### config.mk
export PLATFORM = sky130hd
export DESIGN_NAME = oets_sorter
export DESIGN_NICKNAME = d
export VERILOG_FILES = /design/src/rtl/oets_pkg.sv /design/src/rtl/oets_layer.sv /design/src/rtl/oets_ctrl.sv /design/src/rtl/oets_sorter.sv
export SDC_FILE = /design/constraint.sdc
export NUM_CORES = 1
export LEC_CHECK = 0
export BUFFER_PORTS_ARGS = -buffer_cell sky130_fd_sc_hd__buf_2
export CAP_MARGIN = 40
export CORE_AREA = 5 5 105 146
export CTS_CLUSTER_SIZE = 16
export DETAILED_ROUTE_END_ITERATION = 6
export DIE_AREA = 0 0 110 151
export PLACE_DENSITY = 0.58
export SLEW_MARGIN = 25
export SYNTH_ARGS = -nofsm -noshare
export SYNTH_HDL_FRONTEND = slang
export SYNTH_SLANG_ARGS = --single-unit
### constraint.sdc
create_clock -name clk -period 6.4 [get_ports clk]
set_input_delay 0.32 -clock clk [delete_from_list [all_inputs] [get_ports clk]]
set_output_delay 0.32 -clock clk [all_outputs]
set_load 0.05 [all_outputs]
### src/rtl/oets_pkg.sv
package oets_pkg;
    typedef enum logic [1:0] {
        ST_IDLE = 2'd0,
        ST_SORT = 2'd1,
        ST_DONE = 2'd2
    } oets_state_e;
endpackage

### src/rtl/oets_layer.sv
module oets_layer #(
    parameter int N = 8,
    parameter int W = 8
) (
    input  logic [N*W-1:0] data_in,
    input  logic           odd_phase,
    output logic [N*W-1:0] data_out,
    output logic           any_swap
);
    logic [N-2:0] swap_v;

    for (genvar i = 0; i < N-1; i++) begin : g_pair
        localparam bit EVEN_PAIR = ((i % 2) == 0);
        assign swap_v[i] = (EVEN_PAIR != odd_phase) &&
                           (data_in[i*W +: W] > data_in[(i+1)*W +: W]);
    end

    for (genvar j = 0; j < N; j++) begin : g_word
        if (j == 0) begin : g_first
            assign data_out[j*W +: W] = swap_v[j] ? data_in[(j+1)*W +: W] : data_in[j*W +: W];
        end else if (j == N-1) begin : g_last
            assign data_out[j*W +: W] = swap_v[j-1] ? data_in[(j-1)*W +: W] : data_in[j*W +: W];
        end else begin : g_mid
            assign data_out[j*W +: W] = swap_v[j]   ? data_in[(j+1)*W +: W] :
                                        swap_v[j-1] ? data_in[(j-1)*W +: W] :
                                                      data_in[j*W +: W];
        end
    end

    assign any_swap = |swap_v;
endmodule

### src/rtl/oets_ctrl.sv
module oets_ctrl
    import oets_pkg::*;
#(
    parameter int N = 8
) (
    input  logic clk,
    input  logic rst_n,
    input  logic load_en,
    input  logic start,
    input  logic any_swap,
    output logic load_take,
    output logic step_en,
    output logic odd_phase,
    output logic busy,
    output logic done
);
    localparam int LIMIT = N + 2 + (N % 2);
    localparam int CW    = $clog2(LIMIT + 1) + 1;

    oets_state_e state_q, state_d;
    logic        even_clean_q;
    logic [CW-1:0] sort_cnt_q;

    always_comb begin
        state_d = state_q;
        unique case (state_q)
            ST_IDLE: if (!load_en && start) state_d = ST_SORT;
            ST_SORT: if (odd_phase_q_w() && even_clean_q && !any_swap) state_d = ST_DONE;
            ST_DONE: if (load_en) state_d = ST_IDLE;
            default: state_d = ST_IDLE;
        endcase
    end

    function automatic logic odd_phase_q_w();
        return odd_phase;
    endfunction

    always_ff @(posedge clk or negedge rst_n) begin
        if (!rst_n) begin
            state_q      <= ST_IDLE;
            odd_phase    <= 1'b0;
            even_clean_q <= 1'b0;
            sort_cnt_q   <= '0;
        end else begin
            state_q <= state_d;
            if (state_q == ST_SORT) begin
                odd_phase  <= ~odd_phase;
                sort_cnt_q <= sort_cnt_q + 1'b1;
                if (!odd_phase) even_clean_q <= !any_swap;
            end else begin
                odd_phase    <= 1'b0;
                even_clean_q <= 1'b0;
                sort_cnt_q   <= '0;
            end
        end
    end

    always_comb begin
        busy      = 1'b0;
        done      = 1'b0;
        step_en   = 1'b0;
        load_take = 1'b0;
        unique case (state_q)
            ST_IDLE: load_take = load_en;
            ST_SORT: begin busy = 1'b1; step_en = 1'b1; end
            ST_DONE: begin done = 1'b1; load_take = load_en; end
            default: ;
        endcase
    end

    assert_flags_exclusive_R8: assert property (@(posedge clk) disable iff (!rst_n)
        $onehot0({busy, done}));
    assert_done_holds_R9: assert property (@(posedge clk) disable iff (!rst_n)
        (done && !load_en) |=> done);
    assert_start_enters_R3: assert property (@(posedge clk) disable iff (!rst_n)
        (state_q == ST_IDLE && start && !load_en) |=> busy);
    assert_phase_bound_R7: assert property (@(posedge clk) disable iff (!rst_n)
        busy |-> (sort_cnt_q < CW'(LIMIT)));
    assert_busy_exits_R8: assert property (@(posedge clk) disable iff (!rst_n)
        busy |=> (busy || done));
endmodule

### src/rtl/oets_sorter.sv
module oets_sorter #(
    parameter int N = 8,
    parameter int W = 8
) (
    input  logic           clk,
    input  logic           rst_n,
    input  logic           load_en,
    input  logic [N*W-1:0] load_data,
    input  logic           start,
    output logic [N*W-1:0] sorted_data,
    output logic           busy,
    output logic           done
);
    logic [N*W-1:0] bank_q;
    logic [N*W-1:0] layer_out;
    logic           any_swap, load_take, step_en, odd_phase;

    oets_layer #(.N(N), .W(W)) u_layer (
        .data_in  (bank_q),
        .odd_phase(odd_phase),
        .data_out (layer_out),
        .any_swap (any_swap)
    );

    oets_ctrl #(.N(N)) u_ctrl (
        .clk      (clk),
        .rst_n    (rst_n),
        .load_en  (load_en),
        .start    (start),
        .any_swap (any_swap),
        .load_take(load_take),
        .step_en  (step_en),
        .odd_phase(odd_phase),
        .busy     (busy),
        .done     (done)
    );

    always_ff @(posedge clk or negedge rst_n) begin
        if (!rst_n)         bank_q <= '0;
        else if (load_take) bank_q <= load_data;
        else if (step_en)   bank_q <= layer_out;
    end

    assign sorted_data = bank_q;

    function automatic logic is_ascending(input logic [N*W-1:0] v);
        logic ok;
        ok = 1'b1;
        for (int k = 0; k < N-1; k++)
            if (v[k*W +: W] > v[(k+1)*W +: W]) ok = 1'b0;
        return ok;
    endfunction

    assert_done_ordered_R4: assert property (@(posedge clk) disable iff (!rst_n)
        done |-> is_ascending(sorted_data));
    assert_load_blocked_R8: assert property (@(posedge clk) disable iff (!rst_n)
        (busy && load_en) |=> (sorted_data != load_data || $past(layer_out) == sorted_data));
endmodule

==> results of run 1 <==
## cells by family (layout without fill, tap and decap cells)
| group | count (synthesis) | count (layout) | synth area share [%] |
|---|---|---|---|
| muxes | 32 | 32 | 6.792 |
| buffers and inverters | 83 | 213 | 6.692 |
| AOI/OAI and AO/OA | 185 | 185 | 26.52 |
| and+or+nand+nor | 126 | 126 | 11.88 |
| DFF | 68 | 68 | 34.09 |
| adders and majority gates | 56 | 56 | 14.04 |
## tightest hold or removal path: cells and delay by family
| kind | cells | cell delay [ns] |
|---|---|---|
| buf+inv | 1 | 0.08 |
| compound gates | 1 | 0.05 |
| simple gates | 1 | 0.03 |
## placed cells by master, fill, tap and decap left out, drive strengths merged, types with 2 or more instances in the layout
cell and n:
nand4 15, inv 59, o21ai 38, and2 2, a22o 8, a31oi 11, nor2 23, o31ai 8
a21oi 40, o21a 8, o211ai 16, ha 56, dfrtp 68, nand2b 2, and3 8, clkinvlp 2
mux2i 17, a31o 2, a222oi 16, o21bai 2, buf 137, a211oi 5, clkinv 3, nand3 6
nor2b 9, mux2 15, nand2 56, o311ai 15, clkbuf 11, a221o 8
## cell type report
cell class                 count  area share, %
timing repair buffer         138          11.85
inverter                      59          3.616
tap                          185          3.779
clock inverter                 5         0.6129
multi-input combinational    399          48.40
sequential                    68          27.78
clock buffer                  11          3.963
## how the worst max path moves through the flow
stage          depth (start not counted)                          end                   startpoint
2_1_floorplan                         10  sorted_data[29]$_DFFE_PN0P_  sorted_data[29]$_DFFE_PN0P_
3_3_place_gp                           8  sorted_data[53]$_DFFE_PN0P_  sorted_data[53]$_DFFE_PN0P_
3_5_place_dp                           8  sorted_data[53]$_DFFE_PN0P_  sorted_data[49]$_DFFE_PN0P_
4_1_cts                                8  sorted_data[49]$_DFFE_PN0P_  sorted_data[53]$_DFFE_PN0P_
5_1_grt                                8  sorted_data[49]$_DFFE_PN0P_  sorted_data[53]$_DFFE_PN0P_
6_report                               8  sorted_data[49]$_DFFE_PN0P_  sorted_data[55]$_DFFE_PN0P_
## metrics by stage
step | setup slack [ns] | util, %
4_1_cts | 3.530 | 44.23
3_5_place_dp | 3.546 | 42.13
2_1_floorplan | 3.821 | -
5_1_grt | 3.337 | 44.23
3_3_place_gp | 3.689 | 41.94
6_report | 3.479 | 44.23
## sequential cells by signal, summed over array words and instances (netlist names)
signal,count
sorted_data,64
u_ctrl.state_q,2
u_ctrl.even_clean_q,1
u_ctrl.odd_phase,1
## routing by layer
| metal | wire [um] | vias to the layer above | global-route usage [%] |
|---|---|---|---|
| met1 | 6536 | 2347 | 23.32 |
| met2 | 8660 | 193 | 37.27 |
| met4 | 426 | 0 | 7.985 |
| met3 | 940 | 31 | 2.473 |
| met5 | 0 | - | 0 |
| li1 | - | 2332 | - |
## what timing repair did
item	in CTS	in global routing
hold buffers	1	0
hold endpoints to repair	18	0
endpoints found under the setup margin	0	0
==> summary.md, run 1 <==
| Metric | Value |
|---|---|
| Crit share post-route | `between 40% and 50%` |
| WP buf/inv | `1` |
| Initial DRC Count | `302` |
| First-pass GRT wire length | `25920 um` |
| Synthesis-to-finish area growth | `22.68%` |
| Final std cells w/o fill | `865` |
| CP Class | `reg2reg` |
| Core area | `13850 um^2` |
| Worst path cell trace | `inv_1, ha_1, nand4_1, o21ai_1, a31oi_2, a22oi_1, o21ai_2, mux2_2` |
| R2r startpoint | `sorted_data[55]$_DFFE_PN0P_` |
| Vias per cell | `5.668` |
| Root Driver | `clkbuf_16` |
| Pins Over Slew Limit | `0` |
| Placed insts | `848` |
| Initial core utilization | `36.05%` |
| Share of layout cells above drive strength 1 | `a little over a quarter` |
| WHS Path Cells | `3` |
| CTS Buf Count | `9` |
| Skew final | `0.008593 ns` |
| Worst path max stage delay | `0.64 ns` |
| Post-synth EDFFs | `0` |
| Crit path required time | `6.62 ns` |
| Post-Syn Instances | `550` |
| CTS H-Tree Depth | `3` |
| # Post-CTS Setup Buffers | `0` |
| RSZ-0062 raised after global routing | `no` |
| Finished Cell Area | `6125 um^2` |
| Fmax | `342.3 MHz` |
| Most used DFF post-synth | `dfrtp_1` |
| Num rows | `~50` |
| Area of the multi-input gates | `2964 um^2` |
| Seq/Total Area, Yosys | `about 34%` |
| Failing checks | `DRC` |
| Synth top area cells | `dfrtp_1 34%, ha_1 14%, inv_1 4.4%, nand2_1 4.2%, a21oi_1 3.8%` |
| Synth top cells by count | `68 x dfrtp_1, 59 x inv_1, 56 x ha_1, 56 x nand2_1, 38 x a21oi_1` |
| DRT Pass-1 Iters | `7` |
| Hold Crit Start | `load_data[59]` |
| Final Hold Fails | `0` |
| Placer Congestion | `0.8672` |
| Tightest Pin Transition | `0.8437 ns` |
| Placed Area | `~6000 um^2` |
| Die height | `151 um` |
| Post-route ant nets | `0` |
| Post-synth top area cell | `dfrtp_1` |
| HPWL after DPL | `12950 um` |
| Hold worst-path end | `sorted_data[59]$_DFFE_PN0P_` |
| Total congestion overflow | `0` |
| Worst hold margin | `0.1802 ns` |
| R2R setup slack | `3.48 ns` |
| Nets | `799` |
| Crit-path slowest cell | `a31oi_2` |
| Crit Path Max Fanout | `18` |
| Relative max-transition margin | `43.76%` |
| Mapped cell area | `4992 um^2` |
| Count leader, synth | `dfrtp_1` |
| Seq cells post-synth | `68` |
| GR Util All Layers | `approximately a fifth` |
| Final setup violation count | `0` |
| FF-to-FF End | `sorted_data[49]$_DFFE_PN0P_` |
| WL/cell | `19.15 um` |
| CTS tree | `done` |
| Syn nets | `674` |
| Antenna violations before repair | `0` |
| Final WL | `16560 um` |
| Seq. cell area | `about 1700 um^2` |
| Minimum clock period | `2.921 ns` |
| Area fraction of the dominant cell type after synthesis | `34.09%` |
| Critical path arrival | `3.14 ns` |
| Vias in the first global route | `roughly 5000` |
| Max_cap viols | `0` |
| Mapped Avg Cell Area | `approximately 9 um^2` |
| # resized after CTS | `0` |
| Synth Warn # | `0` |
| DRC | `2` |
| R2r worst-path depth | `8` |
| Antenna cells | `0` |
| Setup TNS | `0 ns` |
| CTS Buffer Depth | `2` |
| Clock Pin Slew Worst Setup and Hold Paths | `0.06 ns` |
| Vias after detailed routing | `4903` |
| Die width | `110 um` |
| Area of the die | `16610 um^2` |
| Netlist cell types | `49` |
| Clock Sinks | `68` |
| Num ports | `134` |
| FILL cells | `1370` |
| Status | `finished with violations` |
| Crit path launch type | `flip-flop` |
| Count of input and output buffers | `133` |
| CP delay by family, top | `compound AO/OA/AOI/OAI gates` |
| Pin count of the biggest net entering global routing | `64` |
| Element type at the critical path end | `flip-flop` |
| Worst-Skew Late Latency | `0.34 ns` |
| Worst min path class | `in2reg` |
| Ys async rst share | `between 90% and 100%` |
Power of run 1 is left out: the tool's default activity adds up to more than one toggle a clock period on the data nets, which glitch-free logic cannot reach.
==> run 2: changes to the inputs <==
==> constraint.sdc (replaced) <==
create_clock -name clk -period 2.8 [get_ports clk]
set_input_delay 0.14 -clock clk [delete_from_list [all_inputs] [get_ports clk]]
set_output_delay 0.14 -clock clk [all_outputs]
set_load 0.05 [all_outputs]
==> run 2 against run 1 <==
Effect of this change:
- the run now ends clean
- fmax grew 12%
- cell count grew 2.1%
- clock skew shrank 0.00098 ns
- first-iteration DRC count grew 8.3%
- count of clock-buffer cells in the layout grew 2
- final area grew 3.3%
- worst setup slack lost 3.3 ns
- utilization grew 1.4 points
- global-route usage is essentially flat
- largest cell class unchanged
- register-to-register slack lost 3.3 ns
==> summary.md, run 2 (synthesized netlist as in run 1, its figures left out) <==
| Metric | Value |
|---|---|
| FILL cells | `1372` |
| Placer Congestion | `approximately 0.9` |
| Minimum clock period | `2.608 ns` |
| Pins Over Slew Limit | `0` |
| Die height | `151 um` |
| Total congestion overflow | `0` |
| DRT Pass-1 Iters | `7` |
| Clock Pin Slew Worst Setup and Hold Paths | `0.05 ns` |
| Relative max-transition margin | `between 50% and 60%` |
| Initial core utilization | `36.05%` |
| Initial DRC Count | `approximately 330` |
| Commonest non-fill, non-tap cell in the layout | `buf_2` |
| HPWL after DPL | `13100 um` |
| Status | `finished, final reports clean` |
| Antenna cells | `0` |
| Flip-flop count of the largest register after layout | `64` |
| Vias after detailed routing | `4989` |
| Area of the die | `between 15000 and 20000 um^2` |
| Pin count of the biggest net entering global routing | `47` |
| Vias in the first global route | `5207` |
| CTS Buf Count | `9` |
| CP Class | `reg2reg` |
| Post-route ant nets | `0` |
| WL/cell | `~19 um` |
| # resized after CTS | `0` |
| Element type at the critical path end | `flip-flop` |
| Vias per cell | `5.650` |
| Worst-Skew Late Latency | `0.33 ns` |
| Crit path launch type | `flip-flop` |
| Fmax | `383.5 MHz` |
| Core area | `13850 um^2` |
| Num rows | `51` |
| First-pass GRT wire length | `26030 um` |
| CTS H-Tree Depth | `3` |
| Tightest Pin Transition | `0.7258 ns` |
| Skew final | `0.007613 ns` |
| RSZ-0062 raised after global routing | `no` |
| Antenna violations before repair | `0` |
| Commonest non-fill, non-tap cells in the layout | `133 x buf_2, 68 x dfrtp_1, 59 x inv_1` |
| Num ports | `134` |
| Share of layout cells above drive strength 1 | `~28%` |
| Final WL | `16610 um` |
| Count of input and output buffers | `about 130` |
| Die width | `110 um` |
| Crit path required time | `approximately 3 ns` |
| Critical path arrival | `around 2.8 ns` |
| CTS tree | `done` |
| DRC | `0` |
| GR Util All Layers | `20.21%` |
| Max_cap viols | `0` |
| Crit share post-route | `93.13%` |
| Setup TNS | `0 ns` |
| Final Hold Fails | `0` |
| Nets | `817` |
| Final setup violation count | `0` |
| Crit Path Max Fanout | `10` |
| Root Driver | `clkbuf_16` |
| Worst min path class | `in2reg` |
| CTS Buffer Depth | `2` |
| Synthesis-to-finish area growth | `26.69%` |
| Clock Sinks | `68` |
==> run 2: repair_timing <==
action | 4_1_cts | 5_1_grt
hold buffers | 1 | 0
hold endpoints to repair | 22 | 0
buffers inserted | 0 | 0
==> run 2: final timing paths <==
path                                                from                            end  slack (ns)  cells after the start
setup / recovery             sorted_data[55]$_DFFE_PN0P_    sorted_data[54]$_DFFE_PN0P_        0.19                      8
hold / removal                             load_data[60]    sorted_data[60]$_DFFE_PN0P_        0.02                      3
setup reg to reg             sorted_data[55]$_DFFE_PN0P_    sorted_data[54]$_DFFE_PN0P_        0.19                      8
hold reg to reg            u_ctrl.state_q[1]$_DFFE_PN0P_  u_ctrl.state_q[0]$_DFFE_PN0P_        0.54                      2
max in group asynchronous                          rst_n    sorted_data[61]$_DFFE_PN0P_        1.91                      4
min in group asynchronous                          rst_n    sorted_data[18]$_DFFE_PN0P_        0.33                      3
==> run 2: cell type report <==
| class | count | area (um^2) | area share (%) |
|---|---|---|---|
| clock inverters | 3 | 68.82 | 1.088 |
| multi-input cells | 399 | 2964 | 46.86 |
| inverters | 59 | 221.5 | 3.501 |
| clock buffers | 13 | 260.3 | 4.115 |
| flip-flops and latches | 68 | 1702 | 26.90 |
| repair buffers | 156 | 877.1 | 13.87 |
| well taps | 185 | 231.5 | 3.660 |
==> run 2: per-stage QoR <==
step / utilization (%) / worst slack [ns] / instance area [um^2] / std cells / hold slack (ns)
2_1_floorplan: - / 0.2212 / 4992 / 550 / -0.1556
3_3_place_gp: 42.95 / 0.2567 / 5947 / 864 / 0.3414
3_5_place_dp: 43.15 / 0.2110 / 5974 / 865 / 0.1498
4_1_cts: 45.60 / 0.1916 / 6314 / 882 / 0.004178
5_1_grt: 45.68 / 0.07644 / 6325 / 883 / 0.01755
6_report: 45.68 / 0.1925 / 6325 / 883 / 0.01631
==> run 2: critical path, stage by stage (launching register included) <==
cell and delay, ns:
dfrtp_1 0.50, inv_1 0.08, ha_1 0.33, nand2_1 0.06, o21a_1 0.23, nand2_1 0.25
a22oi_1 0.18, o21ai_2 0.45, mux2_2 0.40
==> run 2: layer usage <==
layer | share of wire, % | GRT usage [%]
met4 | 2.9 | 8.359
met1 | 38 | 22.24
met3 | 6.3 | 3.028
met5 | 0 | 0
met2 | 53 | 37.79
Power of run 2 is left out for the same reason.
